### src/rtl/spdreg_pkg.sv
package spdreg_pkg;

    localparam int DUTY_W      = 7;
    localparam int DUTY_MAX    = 100;
    localparam int SP_W        = 14;
    localparam int RPM_PER_REV = 60;
    localparam int EST_NUM     = 2;
    localparam int EST_DEN     = 39;

    typedef enum logic [1:0] {
        ADJ_HOLD = 2'd0,
        ADJ_UP   = 2'd1,
        ADJ_DOWN = 2'd2
    } adj_dir_e;

    typedef struct packed {
        adj_dir_e            dir;
        logic [DUTY_W-1:0]   step;
    } adj_cmd_t;

    function automatic logic [3:0] digit_lim(input logic [3:0] d);
        return (d > 4'd9) ? 4'd9 : d;
    endfunction

    function automatic logic [SP_W-1:0] bcd_to_bin(input logic [15:0] b);
        logic [SP_W-1:0] acc;
        acc = SP_W'(digit_lim(b[15:12])) * SP_W'(1000)
            + SP_W'(digit_lim(b[11:8]))  * SP_W'(100)
            + SP_W'(digit_lim(b[7:4]))   * SP_W'(10)
            + SP_W'(digit_lim(b[3:0]));
        return acc;
    endfunction

    function automatic logic [DUTY_W-1:0] duty_estimate(input logic [SP_W-1:0] sp);
        logic [SP_W:0] scaled;
        logic [SP_W:0] q;
        scaled = (SP_W+1)'(sp) * (SP_W+1)'(EST_NUM);
        q      = scaled / (SP_W+1)'(EST_DEN);
        return (q > (SP_W+1)'(DUTY_MAX)) ? DUTY_W'(DUTY_MAX) : q[DUTY_W-1:0];
    endfunction

endpackage

### src/rtl/spd_edge_sync.sv
module spd_edge_sync #(
    parameter int SYNC_STAGES = 2
) (
    input  logic clk,
    input  logic rst,
    input  logic raw_in,
    output logic rise
);
    logic [SYNC_STAGES-1:0] chain;
    logic                   prev;

    generate
        for (genvar i = 0; i < SYNC_STAGES; i++) begin : g_stage
            if (i == 0) begin : g_first
                always_ff @(posedge clk) begin
                    if (rst) chain[0] <= 1'b0;
                    else     chain[0] <= raw_in;
                end
            end else begin : g_next
                always_ff @(posedge clk) begin
                    if (rst) chain[i] <= 1'b0;
                    else     chain[i] <= chain[i-1];
                end
            end
        end
    endgenerate

    always_ff @(posedge clk) begin
        if (rst) prev <= 1'b0;
        else     prev <= chain[SYNC_STAGES-1];
    end

    assign rise = chain[SYNC_STAGES-1] & ~prev;
endmodule

### src/rtl/spd_gate_counter.sv
module spd_gate_counter #(
    parameter int GATE_CYCLES = 125_000_000,
    parameter int COUNT_MAX   = 255,
    localparam int TW = (GATE_CYCLES > 1) ? $clog2(GATE_CYCLES) : 1,
    localparam int CW = $clog2(COUNT_MAX + 1)
) (
    input  logic          clk,
    input  logic          rst,
    input  logic          edge_in,
    output logic [CW-1:0] win_count,
    output logic          win_done
);
    logic [TW-1:0] timer;
    logic [CW-1:0] cnt;
    logic [CW-1:0] cnt_next;
    logic          last_cycle;

    assign last_cycle = (timer == TW'(GATE_CYCLES - 1));
    assign cnt_next   = (edge_in && cnt != CW'(COUNT_MAX)) ? cnt + CW'(1) : cnt;

    always_ff @(posedge clk) begin
        if (rst)             timer <= '0;
        else if (last_cycle) timer <= '0;
        else                 timer <= timer + TW'(1);
    end

    always_ff @(posedge clk) begin
        if (rst) begin
            cnt       <= '0;
            win_count <= '0;
            win_done  <= 1'b0;
        end else begin
            win_done <= last_cycle;
            if (last_cycle) begin
                win_count <= cnt_next;
                cnt       <= '0;
            end else begin
                cnt <= cnt_next;
            end
        end
    end
endmodule

### src/rtl/spd_duty_reg.sv
module spd_duty_reg
    import spdreg_pkg::*;
#(
    parameter int RPM_W      = 14,
    parameter int STEP_SHIFT = 5,
    parameter int MAX_STEP   = 8,
    localparam int ERR_W = ((RPM_W > SP_W) ? RPM_W : SP_W) + 1
) (
    input  logic              clk,
    input  logic              rst,
    input  logic [SP_W-1:0]   setpoint,
    input  logic [RPM_W-1:0]  rpm,
    input  logic              rpm_valid,
    output logic [DUTY_W-1:0] duty
);
    logic [SP_W-1:0]         sp_q;
    logic                    sp_seen;
    logic                    preload_req;
    logic signed [ERR_W-1:0] err;
    logic [ERR_W-1:0]        mag;
    logic [ERR_W-1:0]        step_raw;
    logic [ERR_W-1:0]        step_w;
    adj_cmd_t                cmd;
    logic [ERR_W-1:0]        up_sum;
    logic [DUTY_W-1:0]       adj_duty;

    assign preload_req = !sp_seen || (setpoint != sp_q);

    always_comb begin
        err      = $signed(ERR_W'(setpoint)) - $signed(ERR_W'(rpm));
        mag      = (err < 0) ? ERR_W'(-err) : ERR_W'(err);
        step_raw = mag >> STEP_SHIFT;
        if (step_raw == '0)                    step_w = ERR_W'(1);
        else if (step_raw > ERR_W'(MAX_STEP))  step_w = ERR_W'(MAX_STEP);
        else                                   step_w = step_raw;
        cmd.step = step_w[DUTY_W-1:0];
        if (err > 0)      cmd.dir = ADJ_UP;
        else if (err < 0) cmd.dir = ADJ_DOWN;
        else              cmd.dir = ADJ_HOLD;
    end

    always_comb begin
        up_sum = ERR_W'(duty) + ERR_W'(cmd.step);
        case (cmd.dir)
            ADJ_UP:   adj_duty = (up_sum > ERR_W'(DUTY_MAX)) ? DUTY_W'(DUTY_MAX)
                                                             : up_sum[DUTY_W-1:0];
            ADJ_DOWN: adj_duty = (cmd.step >= duty) ? '0 : duty - cmd.step;
            default:  adj_duty = duty;
        endcase
    end

    always_ff @(posedge clk) begin
        if (rst) begin
            sp_q    <= '0;
            sp_seen <= 1'b0;
            duty    <= '0;
        end else begin
            sp_q    <= setpoint;
            sp_seen <= 1'b1;
            if (preload_req)    duty <= duty_estimate(setpoint);
            else if (rpm_valid) duty <= adj_duty;
        end
    end
endmodule

### src/rtl/speed_loop_ctrl.sv
module speed_loop_ctrl
    import spdreg_pkg::*;
#(
    parameter int GATE_CYCLES = 125_000_000,
    parameter int COUNT_MAX   = 255,
    parameter int SYNC_STAGES = 2,
    parameter int STEP_SHIFT  = 5,
    parameter int MAX_STEP    = 8,
    localparam int CW    = $clog2(COUNT_MAX + 1),
    localparam int RPM_W = $clog2(COUNT_MAX * RPM_PER_REV + 1)
) (
    input  logic              clk,
    input  logic              rst,
    input  logic              sense_in,
    input  logic [15:0]       set_bcd,
    output logic [RPM_W-1:0]  rpm_out,
    output logic              rpm_valid,
    output logic [DUTY_W-1:0] duty_pct
);
    logic            rise;
    logic [CW-1:0]   win_count;
    logic            win_done;
    logic [SP_W-1:0] setpoint;

    spd_edge_sync #(.SYNC_STAGES(SYNC_STAGES)) u_sync (
        .clk    (clk),
        .rst    (rst),
        .raw_in (sense_in),
        .rise   (rise)
    );

    spd_gate_counter #(.GATE_CYCLES(GATE_CYCLES), .COUNT_MAX(COUNT_MAX)) u_gate (
        .clk       (clk),
        .rst       (rst),
        .edge_in   (rise),
        .win_count (win_count),
        .win_done  (win_done)
    );

    always_ff @(posedge clk) begin
        if (rst) begin
            rpm_out   <= '0;
            rpm_valid <= 1'b0;
        end else begin
            rpm_valid <= win_done;
            if (win_done) rpm_out <= RPM_W'(win_count) * RPM_W'(RPM_PER_REV);
        end
    end

    assign setpoint = bcd_to_bin(set_bcd);

    spd_duty_reg #(.RPM_W(RPM_W), .STEP_SHIFT(STEP_SHIFT), .MAX_STEP(MAX_STEP)) u_reg (
        .clk       (clk),
        .rst       (rst),
        .setpoint  (setpoint),
        .rpm       (rpm_out),
        .rpm_valid (rpm_valid),
        .duty      (duty_pct)
    );
endmodule

### config.mk
export PLATFORM = sky130hd
export DESIGN_NAME = speed_loop_ctrl
export DESIGN_NICKNAME = d
export VERILOG_FILES = /design/src/rtl/spdreg_pkg.sv /design/src/rtl/spd_edge_sync.sv /design/src/rtl/spd_gate_counter.sv /design/src/rtl/spd_duty_reg.sv /design/src/rtl/speed_loop_ctrl.sv
export SDC_FILE = /design/constraint.sdc
export NUM_CORES = 1
export LEC_CHECK = 0
export ABC_AREA = 1
export BUFFER_PORTS_ARGS = -buffer_cell sky130_fd_sc_hd__buf_2
export CAP_MARGIN = 40
export CORE_MARGIN = 4
export CORE_UTILIZATION = 55
export DETAILED_ROUTE_END_ITERATION = 8
export PLACE_DENSITY = 0.77
export SETUP_SLACK_MARGIN = 0.4
export SLEW_MARGIN = 20
export SYNTH_ARGS = -nofsm -noshare
export SYNTH_HDL_FRONTEND = slang
export SYNTH_HIERARCHICAL = 1
export SYNTH_SLANG_ARGS = --single-unit
### constraint.sdc
create_clock -name clk -period 30.5 [get_ports clk]
set_clock_uncertainty 0.05 [all_clocks]
set_input_delay 4.575 -clock clk [delete_from_list [all_inputs] [get_ports clk]]
set_output_delay 4.575 -clock clk [all_outputs]
set_load 0.05 [all_outputs]
==> summary.md <==
| Metric | Value |
|---|---|
| Outcome | finished, final reports clean |
| Core ar. | 0.0166 mm^2 |
| I/O Pins | 41 |
| Data arrival time of the worst path | 14240 ps |
| Syn_area_per_cell | 6.50 um^2 |
| Post-DR wirelength/cell | 12.2 um |
| Port-buffer cells | 38 |
| Min Tclk post-route | 14100 ps |
| Setup CP Type | in -> reg |
| Fin Hold WS | 354 ps |
| Highest metal used | met4 |
| Seq/Total Area, Yosys | 0.175 |
| Detail Route met2 WL | 9.95 mm |
| Relative slew slack | 0.437 |
| Synth top area cells | dfxtp_1 (17%), nand2_1 (14%), ha_1 (12%) |
| WP data required | 30640 ps |
| CTS tree | yes |
| Slowest CP cell | xor2_1 |
| Least-Margin Pin Slew | 833 ps |
| P&R area growth vs syn | 7.24% |
| WL final | 20.8 mm |
| R2R setup slack | 24130 ps |
| CP startpoint kind | input port |
| Buf/Inv on CP | 6 |
| Fmax achieved | 70.9 MHz |
| Initial DRC Count | 481 |
| First-pass GRT wire length | 36.7 mm |
| Top FF cell, synth | dfxtp_1 |
| Register area | 0.00164 mm^2 |
| Hold crit path type | reg -> reg |
| Global route overflow | 0 |
| Final Hold Vio Count | 0 |
| Post_cts resized | 0 |
| Synth warn | 6 |
| Clock insertion delay at the later pin of the skew report | 340 ps |
| CP max FO | 8 |
| Area of the die | 0.0192 mm^2 |
| Post-Syn Area | 0.00940 mm^2 |
| Largest net degree at the start of global routing | 36 |
| Ys async rst share | 0 |
| Setup WS post-layout | 16400 ps |
| Via count | 8859 |
| Cell taking the most area after synthesis | dfxtp_1 |
| Dpl ws | 16120 ps |
| Vias in the first global route | 8333 |
| Longest Clk Path Bufs | 2 |
| Die width | 139 um |
| Cell family with most CP delay | simple AND/OR/NAND/NOR gates |
| Final net count | 1628 |
| Die height | 139 um |
| Initial antenna violation count | 0 |
| Met3 Wirelength | 729 um |
| Final slew viol count | 0 |
| Fraction of the cycle the final worst path needs | 0.462 |
| Pre-antenna DRT Iters | 5 |
| Synth top area share | 0.175 |
| DRC | 0 |
| FILL cells | 1586 |
| Final ANT Viol Nets | 0 |
| Final HPWL DP | 16.8 mm |
| Initial cell density of the core | 0.565 |
| Number of synthesized register bits | 82 |
| Clock sinks | 82 |
| RD Place Congestion | 0.887 |
| Layout cell share with drive strength beyond 1 | 0.103 |
| Area of the multi-input gates | 0.00677 mm^2 |
| Vias per cell | 5.18 |
| FP Rows | 47 |
| Hold buffer count at CTS | 0 |
| EDFF count, synth | 0 |
| TNS Setup | 0 ps |
| H-tree depth | 3 |
| All-Layer GR Usage | 0.219 |
| Post-layout util | 0.606 |
| DRT met1 WL | 9.74 mm |
| Synthesized netlist cell count | 1446 |
| Final Setup Violations | 0 |
| Yosys cell types | 52 |
| CTS clk-pin slew, worst paths | 70 ps |
| RSZ-0062 raised after global routing | no |
| Root buf cell | clkbuf_16 |
| CTS Buf Count | 9 |
| Crit end category | flip-flop |
| Largest stage delay, worst path | 520 ps |
| Max Cap Viol | 0 |
| Antenna diode count | 0 |
| Post-CTS Setup Inserts | 0 |
==> sequential cells by signal, summed over array words and instances (netlist names) <==
signal	cells
u_gate/timer	27
u_reg/sp_q	14
rpm_out	12
u_gate/cnt	8
u_gate/win_count	8
u_reg/duty	7
u_sync/chain	2
rpm_valid	1
u_gate/win_done	1
u_reg/sp_seen	1
u_sync/prev	1
==> tightest hold or removal path: cells and delay by family, from the launching register on <==
kind	cells	cell delay, ps
AND/OR/NAND/NOR	1	30
buffers and inverters	1	40
flip-flops	1	300
==> cell families after synthesis <==
logic type | Yosys count | synth area share
AOI/OAI and AO/OA | 153 | 0.0924
xor gates and xnor gates | 76 | 0.0708
adders and majority gates | 124 | 0.190
buffers and inverters | 256 | 0.109
DFF | 82 | 0.175
muxes | 1 | 0.00106
other | 3 | 0.00120
and+or+nand+nor | 751 | 0.361
==> final cells by class <==
class | count | area share
Multi-Input combinational cell | 1116 | 0.671
Sequential cell | 82 | 0.163
Inverter | 236 | 0.0879
Tap cell | 220 | 0.0273
Clock buffer | 10 | 0.0237
Timing Repair Buffer | 40 | 0.0201
Clock inverter | 6 | 0.00720
==> placed cells by master (no fill, tap or decap), types with 10 or more instances in the layout <==
master	count
xor2_1	60
nand4_1	27
dfxtp_1	82
ha_1	93
fa_1	31
a21oi_1	69
nand2_1	352
xnor2_1	16
nand3_1	105
buf_2	39
nor2_2	10
nor2_1	165
inv_2	12
inv_1	222
nor3_1	12
nand2_2	36
nand2_4	18
o21ai_0	42
conb_1	11
==> metrics by stage <==
step                      instances  cell area [um^2]
after floorplan                1454              9430
after global placement         1692              9760
after detailed placement       1694              9770
after CTS                      1710             10100
after global routing           1710             10100
final                          1710             10100
==> metal layers <==
layer / track usage / vias up
li1: - / 4644
met1: 0.284 / 4006
met3: 0.0314 / 34
met2: 0.379 / 175
met4: 0.0623 / 0
met5: 0 / -
==> worst paths after layout <==
check                             start                         end  cells past startpoint
max                         set_bcd[14]  u_reg/duty[6]$_SDFFE_PP0P_                     70
min          u_sync/chain[0]$_SDFF_PP0_  u_sync/chain[1]$_SDFF_PP0_                      2
max reg2reg     rpm_out[2]$_SDFFE_PP0P_  u_reg/duty[0]$_SDFFE_PP0P_                     37
min reg2reg  u_sync/chain[0]$_SDFF_PP0_  u_sync/chain[1]$_SDFF_PP0_                      2
==> cells in the mapped netlist (5+ instances only) <==
cell type	instances
ha_1	93
o21bai_1	9
nand3_1	105
nand3b_1	5
xor2_1	60
or2_2	5
nand2_4	18
nand2_1	352
clkbuf_1	11
inv_1	222
dfxtp_1	82
a21oi_1	69
fa_1	31
nor2_2	10
nor2_1	165
nand2_2	36
o21ai_0	42
inv_2	12
xnor2_1	16
nand4_1	27
o21ai_1	9
nor3_1	12
Power is left out: the tool's default activity adds up to more than one toggle a clock period on the data nets, which glitch-free logic cannot reach.
